**src/rtl/mbr_pkg.sv**
```systemverilog
package mbr_pkg;
  localparam int DATA_W = 8;
  localparam int ADDR_W = 3;

  typedef enum logic [ADDR_W-1:0] {
    A_CTRL0 = 3'd0,
    A_CTRL1 = 3'd1,
    A_DET   = 3'd2,
    A_TONE  = 3'd3
  } reg_addr_e;
endpackage

```
**src/rtl/strobe_sync.sv**
```systemverilog
module strobe_sync #(
  parameter int          W       = 3,
  parameter logic [W-1:0] RST_VAL = '0
) (
  input  logic         clk,
  input  logic         rst,
  input  logic [W-1:0] async_in,
  output logic [W-1:0] level,
  output logic [W-1:0] rise,
  output logic [W-1:0] fall
);
  logic [W-1:0] s1, s2, s3;

  always_ff @(posedge clk) begin
    if (rst) begin
      s1 <= RST_VAL;
      s2 <= RST_VAL;
      s3 <= RST_VAL;
    end else begin
      s1 <= async_in;
      s2 <= s1;
      s3 <= s2;
    end
  end

  assign level = s2;
  assign rise  = s2 & ~s3;
  assign fall  = ~s2 & s3;

  // an edge of the synchronized copy is reported as one pulse only
  assert_single_pulse_R12: assert property (@(posedge clk) disable iff (rst)
    (rise | fall) != '0 |=> ((rise & $past(rise)) | (fall & $past(fall))) == '0);
endmodule

```
**src/rtl/bus_front.sv**
```systemverilog
module bus_front #(
  parameter int ADDR_W = mbr_pkg::ADDR_W
) (
  input  logic              clk,
  input  logic              rst,
  input  logic              ale_fall,
  input  logic [ADDR_W-1:0] addr_pins,
  input  logic              cs_n_pin,
  input  logic              rd_lvl_n,
  output logic [ADDR_W-1:0] lat_addr,
  output logic              lat_cs_n,
  output logic              drive_en
);
  always_ff @(posedge clk) begin
    if (rst) begin
      lat_addr <= '0;
      lat_cs_n <= 1'b1;
    end else if (ale_fall) begin
      lat_addr <= addr_pins;
      lat_cs_n <= cs_n_pin;
    end
  end

  assign drive_en = ~rd_lvl_n & ~lat_cs_n;

  // the latched pair changes only on a synchronized ale fall
  assert_latch_hold_R1: assert property (@(posedge clk) disable iff (rst)
    !ale_fall |=> $stable(lat_addr) && $stable(lat_cs_n));
endmodule

```
**src/rtl/reg_bank.sv**
```systemverilog
module reg_bank
  import mbr_pkg::*;
#(
  parameter int DATA_W = mbr_pkg::DATA_W
) (
  input  logic              clk,
  input  logic              rst,
  input  logic              wr_rise,
  input  logic              lat_cs_n,
  input  logic [ADDR_W-1:0] lat_addr,
  input  logic [DATA_W-1:0] wdata,
  output logic [DATA_W-1:0] ctrl0,
  output logic [DATA_W-1:0] ctrl1,
  output logic [DATA_W-1:0] tone
);
  logic commit;
  assign commit = wr_rise & ~lat_cs_n;

  always_ff @(posedge clk) begin
    if (rst) begin
      ctrl0 <= '0;
      ctrl1 <= '0;
      tone  <= '0;
    end else if (commit) begin
      case (lat_addr)
        A_CTRL0: ctrl0 <= wdata;
        A_CTRL1: ctrl1 <= wdata;
        A_TONE:  tone  <= wdata;
        default: ;
      endcase
    end
  end

  // no committed write means no register change
  assert_no_write_without_cs_R3: assert property (@(posedge clk) disable iff (rst)
    !(wr_rise && !lat_cs_n) |=> $stable(ctrl0) && $stable(ctrl1) && $stable(tone));

  // writes to the upper addresses are dropped
  assert_high_addr_no_write_R6: assert property (@(posedge clk) disable iff (rst)
    lat_addr[ADDR_W-1] |=> $stable(ctrl0) && $stable(ctrl1) && $stable(tone));
endmodule

```
**src/rtl/detect_flags.sv**
```systemverilog
module detect_flags #(
  parameter int DATA_W = mbr_pkg::DATA_W
) (
  input  logic              clk,
  input  logic              rst,
  input  logic [DATA_W-1:0] evt_in,
  input  logic              rd_start,
  input  logic              rd_end_strobe,
  output logic [DATA_W-1:0] det,
  output logic [DATA_W-1:0] snap
);
  logic [DATA_W-1:0] evt_q, evt_rise, clr_mask;
  logic              armed, rd_end;

  assign evt_rise = evt_in & ~evt_q;
  assign rd_end   = rd_end_strobe & armed;
  assign clr_mask = rd_end ? snap : '0;

  always_ff @(posedge clk) begin
    if (rst) begin
      evt_q <= '0;
      det   <= '0;
      snap  <= '0;
      armed <= 1'b0;
    end else begin
      evt_q <= evt_in;
      det   <= (det & ~clr_mask) | evt_rise;
      if (rd_start) begin
        snap  <= det;
        armed <= 1'b1;
      end else if (rd_end) begin
        armed <= 1'b0;
      end
    end
  end

  // bits only drop when a detect read completes
  assert_sticky_R7: assert property (@(posedge clk) disable iff (rst)
    !rd_end |=> (det & $past(det)) == $past(det));

  // a completed read leaves none of the returned bits set unless re-raised
  assert_clear_returned_R8: assert property (@(posedge clk) disable iff (rst)
    rd_end |=> (det & $past(snap) & ~$past(evt_rise)) == '0);
endmodule

```
**src/rtl/mux_bus_regfile.sv**
```systemverilog
module mux_bus_regfile
  import mbr_pkg::*;
#(
  parameter int DW = mbr_pkg::DATA_W
) (
  input  logic          clk,
  input  logic          rst,
  input  logic          ale,
  input  logic          cs_n,
  input  logic          rd_n,
  input  logic          wr_n,
  input  logic [DW-1:0] bus_in,
  output logic [DW-1:0] bus_out,
  output logic          bus_oe,
  input  logic [DW-1:0] evt_in,
  output logic [DW-1:0] ctrl0_q,
  output logic [DW-1:0] ctrl1_q,
  output logic [DW-1:0] tone_q,
  output logic          xmit_en,
  output logic          irq_n
);
  localparam int SEL_ALE = 2;
  localparam int SEL_RD  = 1;
  localparam int SEL_WR  = 0;

  logic [2:0]        st_lvl, st_rise, st_fall;
  logic [ADDR_W-1:0] lat_addr;
  logic              lat_cs_n, det_sel;
  logic [DW-1:0]     det, snap, rd_mux;

  strobe_sync #(.W(3), .RST_VAL(3'b011)) u_sync (
    .clk(clk), .rst(rst), .async_in({ale, rd_n, wr_n}),
    .level(st_lvl), .rise(st_rise), .fall(st_fall)
  );

  bus_front #(.ADDR_W(ADDR_W)) u_front (
    .clk(clk), .rst(rst), .ale_fall(st_fall[SEL_ALE]),
    .addr_pins(bus_in[ADDR_W-1:0]), .cs_n_pin(cs_n),
    .rd_lvl_n(st_lvl[SEL_RD]), .lat_addr(lat_addr),
    .lat_cs_n(lat_cs_n), .drive_en(bus_oe)
  );

  reg_bank #(.DATA_W(DW)) u_regs (
    .clk(clk), .rst(rst), .wr_rise(st_rise[SEL_WR]),
    .lat_cs_n(lat_cs_n), .lat_addr(lat_addr), .wdata(bus_in),
    .ctrl0(ctrl0_q), .ctrl1(ctrl1_q), .tone(tone_q)
  );

  assign det_sel = (lat_addr == A_DET) & ~lat_cs_n;

  detect_flags #(.DATA_W(DW)) u_det (
    .clk(clk), .rst(rst), .evt_in(evt_in),
    .rd_start(st_fall[SEL_RD] & det_sel),
    .rd_end_strobe(st_rise[SEL_RD]),
    .det(det), .snap(snap)
  );

  always_comb begin
    case (lat_addr)
      A_CTRL0: rd_mux = ctrl0_q;
      A_CTRL1: rd_mux = ctrl1_q;
      A_DET:   rd_mux = snap;
      A_TONE:  rd_mux = tone_q;
      default: rd_mux = '0;
    endcase
  end

  assign bus_out = bus_oe ? rd_mux : '0;
  assign xmit_en = ctrl0_q[1];
  assign irq_n   = ~(|det);

  // the driver is only enabled two cycles after a low read strobe
  assert_oe_needs_read_R2: assert property (@(posedge clk) disable iff (rst)
    bus_oe |-> $past(rd_n, 2) == 1'b0);

  // upper addresses never return data
  assert_high_addr_zero_R6: assert property (@(posedge clk) disable iff (rst)
    (bus_oe && lat_addr[ADDR_W-1]) |-> bus_out == '0);

  // a fresh event pulls the interrupt on the following cycle
  assert_event_raises_irq_R9: assert property (@(posedge clk) disable iff (rst)
    (evt_in & ~$past(evt_in)) != '0 |=> !irq_n);
endmodule

```
**config.mk**
```make
export PLATFORM = sky130hd
export DESIGN_NAME = mux_bus_regfile
export DESIGN_NICKNAME = d
export VERILOG_FILES = /design/src/rtl/mbr_pkg.sv /design/src/rtl/strobe_sync.sv /design/src/rtl/bus_front.sv /design/src/rtl/reg_bank.sv /design/src/rtl/detect_flags.sv /design/src/rtl/mux_bus_regfile.sv
export SDC_FILE = /design/constraint.sdc
export NUM_CORES = 1
export LEC_CHECK = 0
export BUFFER_PORTS_ARGS = -buffer_cell sky130_fd_sc_hd__buf_2
export CAP_MARGIN = 20
export CELL_PAD_IN_SITES_DETAIL_PLACEMENT = 0
export CELL_PAD_IN_SITES_GLOBAL_PLACEMENT = 1
export CORE_MARGIN = 4
export CORE_UTILIZATION = 41
export DETAILED_ROUTE_END_ITERATION = 10
export HOLD_SLACK_MARGIN = 0.05
export PLACE_DENSITY_LB_ADDON = 0.1
export REMOVE_ABC_BUFFERS = 1
export SLEW_MARGIN = 20
export SYNTH_ARGS = -nofsm -noshare
export SYNTH_HDL_FRONTEND = slang
export SYNTH_SLANG_ARGS = --single-unit
```
**constraint.sdc**
```tcl
create_clock -name clk -period 1.9 [get_ports clk]
set_input_delay 0.285 -clock clk [delete_from_list [all_inputs] [get_ports clk]]
set_output_delay 0.285 -clock clk [all_outputs]
set_load 0.01 [all_outputs]
```
Yosys cells after proc, flatten, opt, wreduce, memory -nomap -nowiden
Cells that the tools add are included.

Add/sub/neg operators: 0. $mul: 0. Divide/modulo/power cells: 0. Order comparisons: 0. Equality and inequality tests: 3. Shifts and indexed selects: 0. Multiplexer cells: 5. Bitwise operators: 17. Reductions and logical operators: 6.

Operator list (number): case mux 8 bit (4 select lines) (1); AND 8 bit (2); two-way mux 8 bit (2); inverter 8 bit (2); OR 8 bit (1); OR reduction 8 bit (1); == test 3 x 2 -> 1 bit, second input constant (2); AND reduction 2 bit (3); AND 1 bit (5); AND 3 bit (1); == test 3 x 1 -> 1 bit, second input constant (1); logical NOT 3 bit (1); inverter 1 bit (3); inverter 3 bit (1); AND 2 bit (1); two-way mux 1 bit (2); inverter 2 bit (1); nonzero test 2 bit (1).

Flip-flop bits (word level): 62. Bits in latches: 0. RAM bits: 0. Bits in read-only memories: 0. Input port bits: 22. Output and inout port bits: 35. Word-level logic and storage cells: 43. Memories: 0.

Longest topological paths before layout
Gate-level depths: netlist of run 1.

Depth in word-level cells: 7. Depth in mapped cells: 5. Depth with buffers taken out: 3.

Modules after synthesis
From an unflattened synthesis of run 1, not the netlist that was laid out.

Cells, all modules: 253. Area, all modules: 2732.6 µm².

Modules (own cells, without submodules): reg_bank (times used 1, cells each 91, area each 1012.2 µm², seq. area each 480.5 µm²); detect_flags (times used 1, cells each 89, area each 994.7 µm², seq. area each 500.5 µm²); mux_bus_regfile (times used 1, cells each 35, area each 304.0 µm², seq. area each 0.0 µm²); strobe_sync (times used 1, cells each 24, area each 274.0 µm², seq. area each 180.2 µm²); bus_front (times used 1, cells each 14, area each 147.6 µm², seq. area each 80.1 µm²).

Worst setup path after synthesis of run 1
OpenSTA, ideal clock, no wires.

Path kind: reg2out. From: register u_front.lat_addr[0]. To: output port bus_out[0]. Data arrival time: 1.256 ns. Required time: 1.615 ns. Path slack: 0.359 ns. Stages on the path, launching flop included: 6. Buffers on the path: 2. Cell sequence: dfxtp_1 buf_2 buf_2 mux2i_1 o22ai_1 and2_1.

Cells in the longest elaborated chain, start to end: 3. Elaborated cells between the ends (all ways): 6. Those cells by class: 3 x eq/ne; 2 x mux; 1 x reduce/logical.

RTL lines: start, declared (RTL line bus_front.sv:10) `output logic [ADDR_W-1:0] lat_addr,`; start signal, assigned (RTL line bus_front.sv:19) `lat_addr <= addr_pins;`; == test 3 x 2 -> 1 bit, or another cell as far along (RTL line mux_bus_regfile.sv:59) `case (lat_addr)`; case mux 8 bit (4 select lines) * (RTL line mux_bus_regfile.sv:59); two-way mux 8 bit * (RTL line mux_bus_regfile.sv:68) `assign bus_out = bus_oe ? rd_mux : '0;`; end, declared (RTL line mux_bus_regfile.sv:13) `output logic [DW-1:0] bus_out,`.

Mark *: on every way between the ends. The rest lies on a longest branch, timed or not.

Worst setup path after layout of run 1
From: register u_front.lat_addr[0]. To: output port bus_out[6].

The elaborated chain is that of the path after synthesis.

==> results.toml, run 1 <==
[global_routing]
grt_max_degree = 45
antenna_found_initial = 0
grt_usage = 0.156
grt_pass1_vias = 1840
overflow = 0
grt_pass1_wl_um = 9140

[placed_design]
globalplace.congestion = 0.710
placed_cell_area_um2 = 3040
io_buffers = 56
dp_hpwl_um = 4050

[cts]
clkTransAtPathRegs_ns = 0.07
cts_tree = "built"
cts_root_buf = "clkbuf_8"
clock_latency_ns = 0.33
cts.sink_count = 62
cts_max_level = 3
cts_buffers = 9
cts_buffer_depth = 2

[drt]
post_drt_via_cell_ratio = 4.70
dr_wl_met3_um = 323
routedWlPerCell_um = 14.2
drtAntennaViolNets = 0
top_layer = "met4"
wl_met2_um = 2540
num_vias = 1900
first_iter_violations = 90
wirelength_um = 5730
wl_met1_um = 2750
first_pass_iters = 4
drc = 0

[yosys]
avgSynthCellArea_um2 = 10.1
synth_area_um2 = 2670
ys_ff_latch = 62
synth_cell_types = 24
ys_seq_area_frac = 0.465
synth.largest_area_cell = "dfxtp_1"
yosysTopAreaCellShare = 0.465
ys_warn_count = 0
syn-instance-count = 265
ys_top_cells_by_area = "dfxtp_1 (47%), mux2i_1 (18%), nand2b_1 (14%)"

[sta]
slew_violations = 0
period_share = 0.968
finalHoldViolations = 0
slew_headroom = 0.682
worstMarginPinSlew_ns = 0.478
finalSetupViolations = 0
layout_min_cycle_time_ns = 1.84
fmax_ghz = 0.544
tns_ns = 0
skew_ns = 0.00702
rsz0062_at_grt = "no"

[critical_path]
rrSetupSlack_ns = 0.23
required_ns = 1.62
startpoint = "u_front.lat_addr[0]$_SDFFE_PP0P_"
slowest_delay_ns = 0.50
crit_type = "reg -> out"
cp_max_fo = 5
critPathArrivalTime_ns = 1.55
cp-end-kind = "output pin"
rr_worst_depth = 3
path_cells = "mux4_2, and2_1, buf_2"
start_kind = "flop"
rr_endpoint = "u_regs.ctrl0[6]$_SDFFE_PP0P_"
critPathSlowestCell = "mux4_2"
worstSetupEndpoint = "bus_out[6]"
reg2reg_from = "u_front.lat_addr[2]$_SDFFE_PP0P_"

[pwr]
p_int_mw = 2.04
p_leak_nw = 1.36
seqPwrFrac = 0.515
power.switching_mw = 0.585
ir_worst_vdd_mv = 0.489
p_comb_frac = 0.053
power_density_nw_per_um2 = 810
switching_share = 0.223
p_clk_frac = 0.432

[layout]
drive_above_1_share = 0.269
final_nets = 345
area_growth_pct = 21.2
diodes = 0
ff_latch_area_um2 = 1240
multiInputGateArea_um2 = 1320
fillers = 619
final_area_um2 = 3240

[hold_path]
holdCritPathClass = "in -> reg"

[floorplan]
num_io_pins = 57
chipHeight_um = 88.7
die_w_um = 88.7
fp.coreArea_um2 = 6350
row_count = 29
start_util = 0.420
die_area_um2 = 7860

[flow_run]
maxCapViolations = 0

[status]
status = "finished, final reports clean"
synthesized netlist by cell type:
library cell / instances
mux2i_1: 49
nor4b_1: 1
o22ai_1: 7
or4_1: 4
a21oi_1: 9
nand2b_1: 59
o21ai_1: 8
nand2_1: 1
and2_1: 8
buf_4: 2
mux4_2: 1
nor3_1: 1
a211o_1: 1
or2_1: 7
nand3b_1: 1
buf_6: 2
or4b_4: 1
nor4_4: 1
clkbuf_1: 11
dfxtp_1: 62
nor2b_1: 13
nor2_1: 5
inv_1: 8
buf_2: 3
cell families (layout without fill, tap and decap cells):
kind of cell	Yosys count	count (layout)	share of synthesized area
and+or+nand+nor	102	102	0.245
AOI/OAI and AO/OA	25	25	0.0516
buffers and inverters	26	88	0.0464
muxes	50	50	0.192
DFF	62	62	0.465
critical path, delay by kind of cell, from the launching register on:
family / cells / cell delay, ns
multiplexers: 1 / 0.50
buffers and inverters: 1 / 0.14
AND/OR/NAND/NOR: 1 / 0.18
flip-flops: 1 / 0.41
stage by stage:
stage	total power, mW	hold slack [ns]	setup WS, ns	std cells	util
floorplan	1.45	0.354	-0.594	247	-
global placement	1.52	0.385	0.206	389	0.478
detailed placement	1.52	0.394	0.196	389	0.478
CTS	2.64	0.120	0.0181	404	0.509
global route	2.75	0.110	0.00338	404	0.510
finish	2.62	0.127	0.0610	404	0.510
state kept, by name (all words and copies together), names as in the netlist:
name              flops
u_det.armed           1
u_det.det             8
u_det.evt_q           8
u_det.snap            8
u_front.lat_addr      3
u_front.lat_cs_n      1
u_regs.ctrl0          8
u_regs.ctrl1          8
u_regs.tone           8
u_sync.level          3
u_sync.s1             3
u_sync.s3             3
routing by layer:
metal / track usage / up-vias
met1: 0.206 / 842
met5: 0 / -
met3: 0.0363 / 10
met4: 0.0852 / 0
li1: - / 1001
met2: 0.236 / 47
power by group through the flow:
| stage | Combinational, mW | Clock [mW] | Sequential, mW |
|---|---|---|---|
| global placement | 0.137 | 0 | 1.38 |
| finish | 0.138 | 1.13 | 1.35 |
| CTS | 0.140 | 1.16 | 1.35 |
| floorplan | 0.0732 | 0 | 1.38 |
| global route | 0.155 | 1.24 | 1.35 |
| detailed placement | 0.139 | 0 | 1.38 |
cells in the final DEF (no fill, tap or decap), drive strengths merged, types with 2 or more instances in the layout:
cell    netlist  routed
buf           7      65
dfxtp        62      62
nand2b       59      59
mux2i        49      49
nor2b        13      13
clkbuf       11      11
a21oi         9       9
and2          8       8
inv           8       8
o21ai         8       8
o22ai         7       7
or2           7       7
nor2          5       5
or4           4       4
clkinv        0       2
timing repair:
action                                  in CTS  in global routing
endpoints found under the setup margin       6                  4
hold buffers                                 0                  0
resized for setup                            2                  3
setup buffers                                0                  0
cell type report:
class	instances	share of cell area
Clock inverter	4	0.0147
Inverter	8	0.00928
Sequential cell	62	0.385
Multi-Input combinational cell	177	0.406
Tap cell	77	0.0298
Clock buffer	11	0.0437
Timing Repair Buffer	65	0.111
how the worst min path moves through the flow:
stage | from | endpoint | slack [ns] | cells after the start
global route | rd_n | u_sync.s1[1]$_SDFF_PP1_ | 0.11 | 2
global placement | u_sync.s1[1]$_SDFF_PP1_ | u_sync.level[1]$_SDFF_PP1_ | 0.39 | 1
finish | rd_n | u_sync.s1[1]$_SDFF_PP1_ | 0.13 | 2
CTS | rd_n | u_sync.s1[1]$_SDFF_PP1_ | 0.12 | 2
floorplan | rst | u_det.armed$_SDFFE_PP0P_ | 0.35 | 1
detailed placement | u_sync.s1[0]$_SDFF_PP1_ | u_sync.level[0]$_SDFF_PP1_ | 0.39 | 1
No activity file was read; power rests on OpenSTA's default activity.
==> run 2: changes to the inputs <==
- CTS_CLUSTER_DIAMETER: not set -> 50
- RECOVER_POWER: not set -> 25
==> run 2 against run 1 <==
  * The flow now finishes with violations (capacitance limit, slew limit)
  * Global-route usage did not move
  * Wire length barely moved
  * Clock skew barely moved
  * Fmax barely moved
  * Critical endpoint unchanged
  * Sequential share of layout area rose by 0.12 points
  * Worst hold slack barely moved
  * Die area did not move
  * Non-clock buffer count did not move
  * Clock-buffer cell count did not move
  * Critical path type unchanged
  * Combinational power barely moved
  * Final cell count did not move
  * Flip-flop and latch count did not move
==> results.toml, run 2 (same netlist as run 1, synthesis figures left out) <==
[status]
status = "finished, violations left"
violations = "capacitance limit, slew limit"

[sta]
setup_ws_ns = 0.0610
finalSetupViolations = 0
period_share = 0.968
slew_violations = 45
worstMarginPinSlew_ns = 1.52
skew_ns = 0.00671
rsz0062_at_grt = "no"
slew_headroom = -0.0119
fmax_ghz = 0.544
layout_min_cycle_time_ns = 1.84
finalHoldViolations = 0

[layout]
final_core_util = 0.508
final_nets = 345
final_area_um2 = 3230
final_cell_mix = "dfxtp_1 (59), nand2b_1 (58), buf_2 (54)"
final_common_cell = "dfxtp_1"
diodes = 0
drive_above_1_share = 0.257
area_growth_pct = 20.9

[pwr]
p_clk_frac = 0.432
ir_worst_vdd_mv = 0.490
seqPwrFrac = 0.516
p_leak_nw = 1.34
p_total_mw = 2.62
power_density_nw_per_um2 = 812
power.switching_mw = 0.584
p_comb_frac = 0.052
switching_share = 0.223
p_int_mw = 2.03

[critical_path]
critPathArrivalTime_ns = 1.55
rr_endpoint = "u_regs.ctrl0[6]$_SDFFE_PP0P_"
rrSetupSlack_ns = 0.23
critPathSlowestCell = "mux4_2"
slowest_delay_ns = 0.50
required_ns = 1.62
start_kind = "flop"
rr_worst_depth = 3
cp-end-kind = "output pin"
crit_type = "reg -> out"
reg2reg_from = "u_front.lat_addr[2]$_SDFFE_PP0P_"
path_cells = "mux4_2, and2_1, buf_2"
cp_max_fo = 5

[cts]
clkTransAtPathRegs_ns = 0.07
holdBufCountCts = 0
cts_buffers = 9
cts.sink_count = 62
cts_tree = "built"
clock_latency_ns = 0.33
cts_max_level = 3
cts_root_buf = "clkbuf_8"
cts_buffer_depth = 2

[placed_design]
pre_cts_slack_ns = 0.196
placed_cell_area_um2 = 3040
dp_hpwl_um = 4050
io_buffers = 56
globalplace.congestion = 0.710

[floorplan]
start_util = 0.420
die_area_um2 = 7860
num_io_pins = 57
fp.coreArea_um2 = 6350
die_w_um = 88.7
row_count = 29
chipHeight_um = 88.7

[global_routing]
grt_pass1_vias = 1840
grt_pass1_wl_um = 9140
antenna_found_initial = 0
overflow = 0
grt_max_degree = 45
grt_usage = 0.156

[drt]
first_iter_violations = 89
drtAntennaViolNets = 0
post_drt_via_cell_ratio = 4.70
drc = 0
wirelength_um = 5730
first_pass_iters = 4
routedWlPerCell_um = 14.2
num_vias = 1899

[hold_path]
hold-path-endpoint = "u_sync.s1[1]$_SDFF_PP1_"
min_path_cells = 2
holdCritPathClass = "in -> reg"
hp-start = "rd_n"

[flow_run]
maxCapViolations = 1
==> run 2: per-stage QoR <==
stage | TNS [ns] | hold slack [ns] | instances
after global routing | 0 | 0.110 | 404
after CTS | 0 | 0.120 | 404
after global placement | 0 | 0.385 | 389
final | 0 | 0.127 | 404
after floorplan | -4.75 | 0.354 | 247
after detailed placement | 0 | 0.394 | 389
==> run 2: cell type report <==
cell class / count / area (um^2)
sequential: 62 / 1240
tap: 77 / 96.3
timing repair buffer: 65 / 350
clock buffer: 11 / 141
clock inverter: 4 / 47.5
fill: 620 / 3120
inverter: 8 / 30.0
multi-input combinational: 177 / 1320
==> run 2: worst max-delay path by stage <==
| stage | from | end |
|---|---|---|
| 2_1_floorplan | u_front.lat_addr[0]$_SDFFE_PP0P_ | u_regs.tone[0]$_SDFFE_PP0P_ |
| 3_3_place_gp | u_front.lat_addr[2]$_SDFFE_PP0P_ | u_regs.ctrl0[5]$_SDFFE_PP0P_ |
| 3_5_place_dp | u_front.lat_addr[2]$_SDFFE_PP0P_ | u_regs.ctrl0[6]$_SDFFE_PP0P_ |
| 4_1_cts | u_front.lat_addr[1]$_SDFFE_PP0P_ | bus_out[5] |
| 5_1_grt | u_front.lat_addr[2]$_SDFFE_PP0P_ | bus_out[5] |
| 6_report | u_front.lat_addr[0]$_SDFFE_PP0P_ | bus_out[6] |
==> run 2: worst max-delay path: cells and delay by family, from the launching register on <==
kind | cells | cell delay (ns)
muxes | 1 | 0.50
and+or+nand+nor | 1 | 0.18
buffers and inverters | 1 | 0.14
DFF | 1 | 0.41
==> run 2: per-layer routing <==
layer	track usage	wire, um	part of all wire	vias to the layer above
met5	0	0	0	-
met4	0.0852	115	0.020	0
met3	0.0363	325	0.057	10
met2	0.236	2560	0.45	47
met1	0.206	2730	0.48	841
li1	-	-	-	1001
==> run 2: repair_timing <==
item	4_1_cts	5_1_grt
endpoints found under the setup margin	6	4
gates resized for setup	2	3
endpoints found under the hold margin	0	0
buffers inserted	0	0
==> run 2: power by group through the flow <==
stage | combinational (mW) | clock (mW) | sequential [mW]
after floorplan | 0.0732 | 0 | 1.38
after global placement | 0.137 | 0 | 1.38
after detailed placement | 0.139 | 0 | 1.38
after CTS | 0.140 | 1.16 | 1.35
after global routing | 0.155 | 1.24 | 1.35
final | 0.137 | 1.13 | 1.35
